## src/rtl/aso_pkg.sv

```systemverilog
package aso_pkg;
  localparam int unsigned SMP_W   = 16;
  localparam int unsigned FRAME_W = 2 * SMP_W;

  typedef enum logic [1:0] {
    FMT_MSB = 2'b00,
    FMT_LSB = 2'b01,
    FMT_RSV = 2'b10,
    FMT_DLY = 2'b11
  } fmt_e;

  // Output coding: offset binary flips the sign bit.
  function automatic logic [SMP_W-1:0] recode(input logic [SMP_W-1:0] s, input logic offb);
    return offb ? {~s[SMP_W-1], s[SMP_W-2:0]} : s;
  endfunction

  function automatic logic [SMP_W-1:0] bitrev(input logic [SMP_W-1:0] s);
    logic [SMP_W-1:0] r;
    for (int i = 0; i < int'(SMP_W); i++) r[i] = s[SMP_W-1-i];
    return r;
  endfunction

  // Word clock level that marks the left half of a frame.
  function automatic logic left_level(input fmt_e f);
    return f != FMT_DLY;
  endfunction

  // Frame word, shifted out from its top bit.
  function automatic logic [FRAME_W-1:0] frame_word(input logic [SMP_W-1:0] l,
                                                    input logic [SMP_W-1:0] r,
                                                    input fmt_e f, input logic offb,
                                                    input logic mono);
    logic [SMP_W-1:0] lc, rc;
    lc = recode(l, offb);
    rc = recode(mono ? l : r, offb);
    if (f == FMT_LSB) begin
      lc = bitrev(lc);
      rc = bitrev(rc);
    end
    return {lc, rc};
  endfunction
endpackage

```

## src/rtl/aso_bclk_gen.sv

```systemverilog
module aso_bclk_gen (
  input  logic clk,
  input  logic rst_n,
  input  logic clr,
  input  logic tick,
  output logic bclk,
  output logic fall_ev
);
  always_ff @(posedge clk or negedge rst_n) begin
    if (!rst_n)    bclk <= 1'b0;
    else if (clr)  bclk <= 1'b0;
    else if (tick) bclk <= ~bclk;
  end

  assign fall_ev = tick & bclk & ~clr;
endmodule

```

## src/rtl/aso_slave_sync.sv

```systemverilog
module aso_slave_sync #(
  parameter int unsigned STAGES = 2
) (
  input  logic clk,
  input  logic rst_n,
  input  logic clr,
  input  logic sclk_in,
  input  logic wclk_in,
  output logic fall_ev,
  output logic wclk_s
);
  logic [STAGES-1:0] s_sh, w_sh;
  logic              s_prev;

  always_ff @(posedge clk or negedge rst_n) begin
    if (!rst_n) begin
      s_sh   <= '0;
      w_sh   <= '0;
      s_prev <= 1'b0;
    end else begin
      s_sh   <= {s_sh[STAGES-2:0], sclk_in};
      w_sh   <= {w_sh[STAGES-2:0], wclk_in};
      s_prev <= clr ? 1'b0 : s_sh[STAGES-1];
    end
  end

  assign fall_ev = ~clr & s_prev & ~s_sh[STAGES-1];
  assign wclk_s  = w_sh[STAGES-1];
endmodule

```

## src/rtl/aso_shifter.sv

```systemverilog
module aso_shifter #(
  parameter int unsigned FRAME_W = 32,
  localparam int unsigned SLOT_W = $clog2(FRAME_W)
) (
  input  logic               clk,
  input  logic               rst_n,
  input  logic               clr,
  input  logic               shift_ev,
  input  logic               load_ev,
  input  logic [FRAME_W-1:0] frame_in,
  input  logic               dly_sel,
  output logic               sdata,
  output logic [SLOT_W-1:0]  slot
);
  localparam logic [SLOT_W-1:0] LAST = SLOT_W'(FRAME_W - 1);

  logic [FRAME_W-1:0] sreg;
  logic               dly_q;

  always_ff @(posedge clk or negedge rst_n) begin
    if (!rst_n) begin
      sreg  <= '0;
      dly_q <= 1'b0;
      slot  <= LAST;
    end else if (clr) begin
      sreg  <= '0;
      dly_q <= 1'b0;
      slot  <= LAST;
    end else if (shift_ev) begin
      dly_q <= sreg[FRAME_W-1];
      if (load_ev) begin
        sreg <= frame_in;
        slot <= '0;
      end else begin
        // rotation makes a frame without a new start repeat itself
        sreg <= {sreg[FRAME_W-2:0], sreg[FRAME_W-1]};
        slot <= (slot == LAST) ? '0 : slot + 1'b1;
      end
    end
  end

  assign sdata = dly_sel ? dly_q : sreg[FRAME_W-1];
endmodule

```

## src/rtl/audio_ser_tx.sv

```systemverilog
module audio_ser_tx
  import aso_pkg::*;
#(
  parameter int unsigned SYNC_STAGES = 2
) (
  input  logic             clk,
  input  logic             rst_n,
  input  logic             ext_en,
  input  logic             slave_mode,
  input  logic [1:0]       fmt,
  input  logic             offset_bin,
  input  logic             mono,
  input  logic [SMP_W-1:0] left_smp,
  input  logic [SMP_W-1:0] right_smp,
  input  logic             bit_tick,
  input  logic             sclk_in,
  input  logic             wclk_in,
  output logic             sclk_out,
  output logic             wclk_out,
  output logic             sdata
);
  localparam int unsigned SLOT_W = $clog2(FRAME_W);
  localparam logic [SLOT_W-1:0] HALF = SLOT_W'(SMP_W);
  localparam logic [SLOT_W-1:0] LAST = SLOT_W'(FRAME_W - 1);

  fmt_e fmt_c;
  logic master, clr, lvl_left;
  logic bclk, m_fall, s_fall, wclk_s, wprev;
  logic shift_ev, load_ev, s_edge, sh_data;
  logic [SLOT_W-1:0]  slot;
  logic [FRAME_W-1:0] frame_in;

  assign fmt_c    = fmt_e'(fmt);
  assign master   = ext_en & ~slave_mode;
  assign clr      = ~ext_en;
  assign lvl_left = left_level(fmt_c);

  aso_bclk_gen u_bclk (
    .clk(clk), .rst_n(rst_n), .clr(~master), .tick(bit_tick),
    .bclk(bclk), .fall_ev(m_fall)
  );

  aso_slave_sync #(.STAGES(SYNC_STAGES)) u_sync (
    .clk(clk), .rst_n(rst_n), .clr(~(ext_en & slave_mode)),
    .sclk_in(sclk_in), .wclk_in(wclk_in), .fall_ev(s_fall), .wclk_s(wclk_s)
  );

  always_ff @(posedge clk or negedge rst_n) begin
    if (!rst_n)      wprev <= 1'b0;
    else if (clr)    wprev <= 1'b0;
    else if (s_fall) wprev <= wclk_s;
  end

  assign s_edge   = (wclk_s != wprev) && (wclk_s == lvl_left);
  assign shift_ev = slave_mode ? s_fall : m_fall;
  assign load_ev  = shift_ev & (slave_mode ? s_edge : (slot == LAST));
  assign frame_in = frame_word(left_smp, right_smp, fmt_c, offset_bin, mono);

  aso_shifter #(.FRAME_W(FRAME_W)) u_shift (
    .clk(clk), .rst_n(rst_n), .clr(clr), .shift_ev(shift_ev), .load_ev(load_ev),
    .frame_in(frame_in), .dly_sel(fmt_c == FMT_DLY), .sdata(sh_data), .slot(slot)
  );

  assign sclk_out = master & bclk;
  assign wclk_out = master & ((slot < HALF) == lvl_left);
  assign sdata    = ext_en & sh_data;
endmodule

```

## config.mk

```make
export PLATFORM = sky130hd
export DESIGN_NAME = audio_ser_tx
export DESIGN_NICKNAME = d
export VERILOG_FILES = /design/src/rtl/aso_pkg.sv /design/src/rtl/aso_bclk_gen.sv /design/src/rtl/aso_slave_sync.sv /design/src/rtl/aso_shifter.sv /design/src/rtl/audio_ser_tx.sv
export SDC_FILE = /design/constraint.sdc
export NUM_CORES = 1
export LEC_CHECK = 0
export BUFFER_PORTS_ARGS = -buffer_cell sky130_fd_sc_hd__buf_4
export CELL_PAD_IN_SITES_DETAIL_PLACEMENT = 0
export CELL_PAD_IN_SITES_GLOBAL_PLACEMENT = 2
export CORE_MARGIN = 5
export CORE_UTILIZATION = 30
export CTS_CLUSTER_SIZE = 40
export DETAILED_ROUTE_END_ITERATION = 8
export GPL_ROUTABILITY_DRIVEN = 0
export HOLD_SLACK_MARGIN = 0.12
export PLACE_DENSITY_LB_ADDON = 0.1
export SLEW_MARGIN = 0
export SYNTH_ARGS = -nofsm -noshare
export SYNTH_HDL_FRONTEND = slang
export SYNTH_SLANG_ARGS = --single-unit
```

## constraint.sdc

```tcl
create_clock -name clk -period 1.63 [get_ports clk]
set_input_delay 0.489 -clock clk [delete_from_list [all_inputs] [get_ports clk]]
set_output_delay 0.489 -clock clk [all_outputs]
set_load 0.005 [all_outputs]
```

After elaboration in Yosys (flattened, before gate mapping)
Index checks and enable logic that the tools add are counted.
Widths: inputs -> output; s select.
{"block": "op_classes", "add_sub_neg": 1, "order_cmp": 1, "eq_ne": 10, "mux": 22, "n_bitwise": 15, "reduce_logical": 1}
{"cell": "$mux 32", "n": 3}
{"cell": "$mux 16", "n": 5}
{"cell": "$mux 5", "n": 4}
{"cell": "$and 1x1->1", "n": 10}
{"cell": "$mux 1", "n": 10}
{"cell": "$add 5x1->5 const B", "n": 1}
{"cell": "$eq 5x5->1 const B", "n": 1}
{"cell": "$lt 5x5->1 const B", "n": 1}
{"cell": "$not 1->1", "n": 5}
{"cell": "$ne 2x1->1 const B", "n": 2}
{"cell": "$ne 2x2->1 const B", "n": 2}
{"cell": "$eq 1x1->1", "n": 2}
{"cell": "$eq 2x1->1 const B", "n": 1}
{"cell": "$eq 2x2->1 const B", "n": 1}
{"cell": "$logic_and 1x1->1", "n": 1}
{"cell": "$ne 1x1->1", "n": 1}
{"block": "word_totals", "register_bits": 45, "out_inout_bits": 3}

Longest topological paths before layout
Gate-level depths: netlist (run 1).
{"block": "logic_depth", "depth_word": 8, "mapped_depth": 8}

Cells and area by module
Synthesis (run 1) repeated with hierarchy kept, for this count alone.
{"block": "hier_totals", "hier_cells": 285, "area_unflattened_um2": 2881.5}
{"module": "aso_shifter", "instances": 1, "cells_each": 174, "area_per_inst_um2": 1929.4}
{"module": "audio_ser_tx", "instances": 1, "cells_each": 99, "area_per_inst_um2": 763.2}
{"module": "aso_slave_sync", "instances": 1, "cells_each": 7, "area_per_inst_um2": 143.9}
{"module": "aso_bclk_gen", "instances": 1, "cells_each": 5, "area_per_inst_um2": 45.0}

Worst setup path after synthesis (run 1)
Ideal clock, no wire load.
{"block": "synth_path", "kind": "register to register", "startpoint": "reg u_shift.slot[0]", "endpoint": "reg u_shift.sreg[28]", "setup_ns": 0.128, "arrival_time_ns": 1.627, "required_ns": 1.502, "path_slack_ns": -0.124, "stages_incl_launch_ff": 8, "path_buffers": 2, "synth_period_minus_slack_ns": 1.754, "cell_sequence": "dfstp_2 > ha_1 > and3_1 > ha_1 > o211ai_2 > buf_2 > buf_6 > o211ai_2"}
{"block": "synth_between", "elab_chain_len": 6}
{"element": "start: declaration", "line": "aso_shifter.sv:13", "rtl": "output logic [SLOT_W-1:0] slot"}
{"element": "start signal: assignment", "line": "aso_shifter.sv:37", "rtl": "slot <= (slot == LAST) ? '0 : slot + 1'b1;"}
{"element": "$eq 5x5->1", "line": "audio_ser_tx.sv:56", "rtl": "assign load_ev = shift_ev & (slave_mode ? s_edge : (slot == LAST));"}
{"element": "$mux 1", "line": "audio_ser_tx.sv:56"}
{"element": "$and 1x1->1", "line": "audio_ser_tx.sv:56"}
{"element": "$mux 32", "line": "aso_shifter.sv:31", "rtl": "if (load_ev) begin"}
{"element": "$mux 32", "line": "aso_shifter.sv:29", "rtl": "end else if (shift_ev) begin"}
{"element": "$mux 32", "line": "aso_shifter.sv:25", "rtl": "end else if (clr) begin"}
{"element": "end signal: assignment", "line": "aso_shifter.sv:32", "rtl": "sreg <= frame_in;"}
{"element": "end signal: assignment", "line": "aso_shifter.sv:36", "rtl": "sreg <= {sreg[FRAME_W-2:0], sreg[FRAME_W-1]};"}
{"element": "end: declaration", "line": "aso_shifter.sv:17", "rtl": "logic [FRAME_W-1:0] sreg;"}
No other way between the ends. The select of a mux whose other input is x is not followed.
A chain may end at the register's enable or synchronous reset.

Worst setup path in the final report (run 1)
{"block": "layout_path", "startpoint": "reg u_shift.slot[1]", "endpoint": "reg u_shift.sreg[16]"}
Same word-level chain as after synthesis.

==> results of run 1 <==
## flip-flops by register name, summed over array words and instances (netlist names)
| register | flops |
|---|---|
| u_shift.sreg | 32 |
| u_shift.slot | 5 |
| u_sync.s_sh | 2 |
| u_sync.w_sh | 2 |
| u_bclk.bclk | 1 |
| u_shift.dly_q | 1 |
| u_sync.s_prev | 1 |
| wprev | 1 |
## what timing repair did
item,CTS,global route
pin swaps,3,28
endpoints found under the setup margin,35,38
cloned,3,3
hold buffers,1,0
endpoints found under the hold margin,11,0
setup buffers,3,1
gates resized for setup,20,39
## per-stage QoR
step | std cells | utilization (%) | power, uW | setup WS, ns
final | 508 | 47.30 | 2584 | -0.1177
after global routing | 508 | 47.30 | 2708 | -0.1672
after CTS | 504 | 43.95 | 2593 | -0.08941
after detailed placement | 489 | 40.38 | 1685 | -0.1918
after global placement | 489 | 40.38 | 1684 | -0.1993
after floorplan | 317 | - | 1403 | 0.007302
## worst max-delay path: stages, from the launching register on
cell,delay (ns)
dfstp_2,0.57
ha_4,0.13
and3_4,0.18
ha_4,0.15
o211ai_4,0.09
buf_12,0.18
clkbuf_16,0.16
nand3_1,0.09
nand3_1,0.08
## logic make-up (layout without fill, tap and decap cells)
kind of cell             Yosys count  after routing  synth area share [%]
AO/OA/AOI/OAI                     47             47                 15.50
buffers and inverters             33            116                 5.368
XOR/XNOR                           4              4                 1.296
adder cells (fa/ha/maj)            2              2                0.9253
flip-flops                        45             45                 41.88
multiplexers                      17             17                 6.293
AND/OR/NAND/NOR                  169            169                 28.74
## where the power goes
| part | switching [uW] | internal [uW] |
|---|---|---|
| combinational | 267 | 271 |
| sequential | 22.9 | 1150 |
| clock | 416 | 459 |
## cells in the mapped netlist, drive strengths merged (3+ instances only)
cell	number
buf	9
dfrtp	40
nand2b	3
nor2	3
clkbuf	19
o211ai	33
inv	5
mux2i	17
nand2	68
dfstp	5
a31oi	3
xnor2	3
nand3	86
## worst paths after layout
path                                    end  slack (ns)
min reg2reg                  u_sync.s_sh[1]        0.36
max in group asynchronous   u_shift.sreg[4]        0.61
min                          u_sync.w_sh[0]        0.28
max reg2reg                u_shift.sreg[16]       -0.12
min in group asynchronous  u_shift.sreg[24]        0.59
max                        u_shift.sreg[16]       -0.12
## layout make-up
type | instances | area, um2 | share of cell area [%]
multi-input combinational | 239 | 1752 | 42.26
sequential | 45 | 1132 | 27.32
timing repair buffer | 103 | 992.2 | 23.94
tap | 108 | 135.1 | 3.260
clock buffer | 5 | 68.82 | 1.660
clock inverter | 3 | 46.29 | 1.117
inverter | 5 | 18.77 | 0.4528
## routing by layer
layer	routed length, um	vias to the layer above	share of wire [%]
met3	262	7	3.0
met2	4218	41	48
met5	0	-	0
met4	79	0	0.90
li1	-	1300	-
met1	4186	1305	48
==> results.py, run 1 <==
metrics = {
    "timing": {
        "holdWs_ns": 0.2804,
        "period_needed_ns": 1.748,
        "period_share_pct": 107.2,
        "drv_slew": 0,
        "finalHoldViolations": 0,
        "relSlewSlack_pct": 75.55,
        "fin_worst_skew_ns": 0.007545,
        "finalSetupViolations": 36,
        "rsz0062_at_grt": "true",
        "tightest_slew_ns": 0.3565,
        "tns_ns": -2.487,
        "setup_ws_ns": -0.1177,
        "fmax_mhz": 572.2,
    },
    "cells_and_area": {
        "final_common_cell": "buf_4",
        "fill_cells": 850,
        "drive_gt1_share_pct": 44.00,
        "syn2layout_area_growth_pct": 53.31,
        "design_area_um2": 4145,
        "diodes": 0,
        "nets": 444,
        "final_cell_mix": "buf_4 (87), nand2_1 (67), nand3_1 (49), dfrtp_1 (40), nand3_2 (29)",
    },
    "clocking": {
        "clock_sinks": 45,
        "cts_tree": "built",
        "htree_levels": 2,
        "clock_path_buffers": 2,
        "cts_made_buffers": 5,
        "insertion_delay_ns": 0.31,
        "root_buffer": "clkbuf_8",
        "path_clk_slew_ns": 0.09,
    },
    "floorplan": {
        "die_area_um2": 11010,
        "core.rowCount": 34,
        "die_w_um": 104.9,
        "core_area_um2": 8763,
        "die_y_um": 104.9,
        "pin_count": 46,
        "start_util_pct": 30.85,
    },
    "global_routing": {
        "grt_pass1_wl_um": 14130,
        "use_met1_pct": 22.44,
        "grt_use_total_pct": 15.80,
        "grt-busiest-layer": "met2",
        "grt_use_met3_pct": 3.268,
        "antenna_found_initial": 0,
        "grt_max_degree": 30,
        "grt_pass1_vias": 2643,
        "use_met2_pct": 24.78,
        "overflow": 0,
    },
    "critical_path": {
        "cp.required_ns": 1.82,
        "path_class": "flip-flop to flip-flop",
        "arrival_ns": 1.94,
        "rr_worst_depth": 8,
        "r2r_start": "u_shift.slot[1]",
        "end_kind": "flip-flop",
        "critPathMaxFanout": 6,
        "cp-start-kind": "flip-flop",
        "crit_path_start": "u_shift.slot[1]",
    },
    "worst_hold_path": {
        "min_from": "wclk_in",
        "whs_path_depth": 1,
        "hold_class": "input port to flip-flop",
    },
    "synthesis": {
        "synth-seq-cells": 45,
        "yosysTopAreaCellShare_pct": 37.02,
        "synth_edf_count": 0,
        "ys_warn_count": 0,
        "yosysSeqAreaShare_pct": 41.88,
        "ys.flop_type": "dfrtp_1",
        "async_reset_ff_share_pct": 100.0,
        "syn_area_um2": 2704,
        "synth_area_leader_cell": "dfrtp_1",
        "avgSynthCellArea_um2": 8.529,
        "synth_nets": 362,
        "synthTopCellsByArea": "dfrtp_1 (37%), nand3_1 (16%), nand2_1 (9.4%)",
        "ys_types": 35,
        "synth_cells": 317,
    },
    "outcome": {
        "failed_checks": "negative setup slack",
        "status": "finished, violations left",
    },
    "place": {
        "io_buffers": 45,
        "place_hpwl_um": 5899,
        "dpl_cell_area_um2": 3538,
    },
    "power": {
        "peakVddDrop_mv": 0.3374,
        "power_density_nw_per_um2": 623.4,
        "p_leak_uw": 0.002013,
    },
    "route": {
        "wirelength_um": 8747,
        "drt_iter0_drc": 198,
        "viasPerCell": 5.222,
        "drcViolationCount": 0,
        "routedWlPerCell_um": 17.22,
        "firstDrtPassIters": 4,
        "vias": 2653,
        "ant_nets": 0,
    },
    "job": {
        "cap_violations": 0,
    },
}
Power figures use the tool's default switching activity.
==> run 2, diff against run 1 <==
--- a/config.mk
+++ b/config.mk
@@ -5,6 +5,7 @@
 export SDC_FILE = /design/constraint.sdc
 export NUM_CORES = 1
 export LEC_CHECK = 0
+export ABC_AREA = 0
 export BUFFER_PORTS_ARGS = -buffer_cell sky130_fd_sc_hd__buf_4
 export CELL_PAD_IN_SITES_DETAIL_PLACEMENT = 0
 export CELL_PAD_IN_SITES_GLOBAL_PLACEMENT = 2
@@ -15,6 +16,8 @@
 export GPL_ROUTABILITY_DRIVEN = 0
 export HOLD_SLACK_MARGIN = 0.12
 export PLACE_DENSITY_LB_ADDON = 0.1
+export RECOVER_POWER = 25
+export SETUP_SLACK_MARGIN = 0.1
 export SLEW_MARGIN = 0
 export SYNTH_ARGS = -nofsm -noshare
 export SYNTH_HDL_FRONTEND = slang
==> run 2 against run 1 <==
Wire length shrank 1.9%. Core utilization shrank 3.1 points. Count of clock-buffer cells in the layout grew 2. First-iteration DRC count shrank 17%. Power grew 0.18%. Sequential power is essentially flat. Combinational power shrank 2%. Sequential share of layout area grew 1.9 points. Clock skew grew 0.0030 ns. Maximum frequency grew 3.6%. The run still ends with negative setup slack left. Critical endpoint is now u_shift.slot[2].
==> results.py, run 2 (synthesis gave the netlist of run 1 again) <==
metrics = {
    "outcome": {
        "status": "finished, violations left",
        "failed_checks": "negative setup slack",
    },
    "place": {
        "io_buffers": 45,
        "place_inst": 489,
        "place_hpwl_um": 6265,
        "pre_cts_ws_ns": -0.2109,
    },
    "timing": {
        "rsz0062_at_grt": "true",
        "period_share_pct": 103.5,
        "fmax_mhz": 592.9,
        "holdWs_ns": 0.3146,
        "tightest_slew_ns": 1.190,
        "fin_worst_skew_ns": 0.01059,
        "setup_ws_ns": -0.05671,
        "finalHoldViolations": 0,
        "period_needed_ns": 1.687,
        "tns_ns": -0.7689,
        "relSlewSlack_pct": 20.66,
        "drv_slew": 0,
        "finalSetupViolations": 32,
    },
    "critical_path": {
        "cp-start-kind": "flip-flop",
        "cp.required_ns": 1.84,
        "crit_chain": "ha_4 -> and3_4 -> ha_4 -> o211ai_4 -> buf_12 -> nand3_4 -> o311ai_2",
        "path_class": "flip-flop to flip-flop",
        "arrival_ns": 1.90,
        "critPathMaxFanout": 17,
        "max_stage_delay_ns": 0.39,
        "end_kind": "flip-flop",
        "slowest_stage": "dfstp_2",
        "path_common_cell": "ha_4",
    },
    "route": {
        "drt_iter0_drc": 164,
        "firstDrtPassIters": 4,
        "viasPerCell": 5.282,
        "wirelength_um": 8581,
        "ant_nets": 0,
        "routedWlPerCell_um": 17.16,
        "drcViolationCount": 0,
        "vias": 2641,
    },
    "cells_and_area": {
        "diodes": 0,
        "final_cell_count_no_fill": 500,
        "nets": 436,
        "final_util_pct": 44.20,
        "top_register": "u_shift.sreg",
        "syn2layout_area_growth_pct": 43.27,
        "final_cell_mix": "buf_4 (81), nand3_1 (67), nand2_1 (67), dfrtp_1 (40), o211ai_1 (22)",
        "largest_registers": "u_shift.sreg x32, u_shift.slot x5",
        "fill_cells": 874,
        "final_common_cell": "buf_4",
        "drive_gt1_share_pct": 39.03,
        "largest_register_ff_count": 32,
    },
    "global_routing": {
        "grt_pass1_vias": 2679,
        "grt_pass1_wl_um": 13820,
        "overflow": 0,
        "grt_use_total_pct": 15.39,
        "grt_max_degree": 46,
        "antenna_found_initial": 0,
    },
    "clocking": {
        "cts_made_buffers": 5,
        "clock_path_buffers": 2,
        "cts_tree": "built",
        "insertion_delay_ns": 0.30,
        "path_clk_slew_ns": 0.09,
        "root_buffer": "clkbuf_8",
        "htree_levels": 2,
        "clock_sinks": 45,
        "ctsHoldBuffers": 0,
    },
    "power": {
        "peakVddDrop_mv": 0.3364,
        "power_density_nw_per_um2": 668.4,
        "p_leak_uw": 0.001870,
    },
    "floorplan": {
        "core_area_um2": 8763,
        "die_area_um2": 11010,
        "die_w_um": 104.9,
        "die_y_um": 104.9,
        "start_util_pct": 30.85,
        "core.rowCount": 34,
        "pin_count": 46,
    },
    "job": {
        "cap_violations": 0,
    },
    "worst_hold_path": {
        "hold_class": "input port to flip-flop",
    },
}
==> run 2: cell types whose count changed in the layout (fill, tap and decap cells not counted), sizes merged <==
cell         delta
clkbuf          +3
dlygate4sd3     -1
clkinv          -1
clkinvlp        -1
buf             -8
==> run 2: report_power, final <==
part / leakage [uW] / internal [uW] / total, uW / switching (uW)
sequential: 0.000599 / 1150 / 1170 / 19.9
combinational: 0.00121 / 258 / 529 / 271
clock: 0.0000585 / 501 / 891 / 391
total: 0.00187 / 1910 / 2590 / 681
==> run 2: worst paths after layout <==
| kind | start | endpoint | slack, ns | cells after the start |
|---|---|---|---|---|
| min reg2reg | u_sync.s_sh[0] | u_sync.s_sh[1] | 0.35 | 0 |
| min in group asynchronous | rst_n | u_bclk.bclk | 0.43 | 1 |
| min | wclk_in | u_sync.w_sh[0] | 0.31 | 1 |
| max in group asynchronous | rst_n | u_shift.sreg[11] | 0.48 | 1 |
| max reg2reg | u_shift.slot[1] | u_shift.slot[2] | -0.06 | 7 |
| max | u_shift.slot[1] | u_shift.slot[2] | -0.06 | 7 |
==> run 2: worst max-delay path: cells and delay by family (launching register included) <==
kind	cells	cell delay, ns
AOI/OAI and AO/OA	2	0.45
buffers and inverters	1	0.19
and+or+nand+nor	2	0.23
DFF	1	0.39
adders and majority gates	2	0.32
==> run 2: metal layers <==
metal / track usage (%) / vias up / part of all wire (%)
met1: 22.12 / 1295 / 47
met5: 0 / - / 0
met2: 24.33 / 61 / 48
met3: 2.651 / 7 / 4.7
li1: - / 1278 / -
met4: 3.288 / 0 / 0.82
==> run 2: layout make-up <==
cell class                 count  area, um2  area share, %
timing repair buffer          95      839.6          21.67
sequential                    45       1132          29.23
multi-input combinational    239       1632          42.12
tap                          108      135.1          3.488
clock inverter                 1      30.03         0.7752
clock buffer                   7      86.33          2.229
inverter                       5      18.77         0.4845
==> run 2: repair_timing <==
item	CTS	global route
setup endpoints to repair	40	40
pin swaps	6	5
gates resized for setup	18	14
gates cloned	0	1
buffers inserted	0	2
hold endpoints to repair	0	0
==> run 2: per-stage QoR <==
stage,total power (uW),instance area [um2]
5_1_grt,2723,3874
3_3_place_gp,1700,3558
6_report,2589,3874
2_1_floorplan,1408,2793
3_5_place_dp,1699,3558
4_1_cts,2614,3765
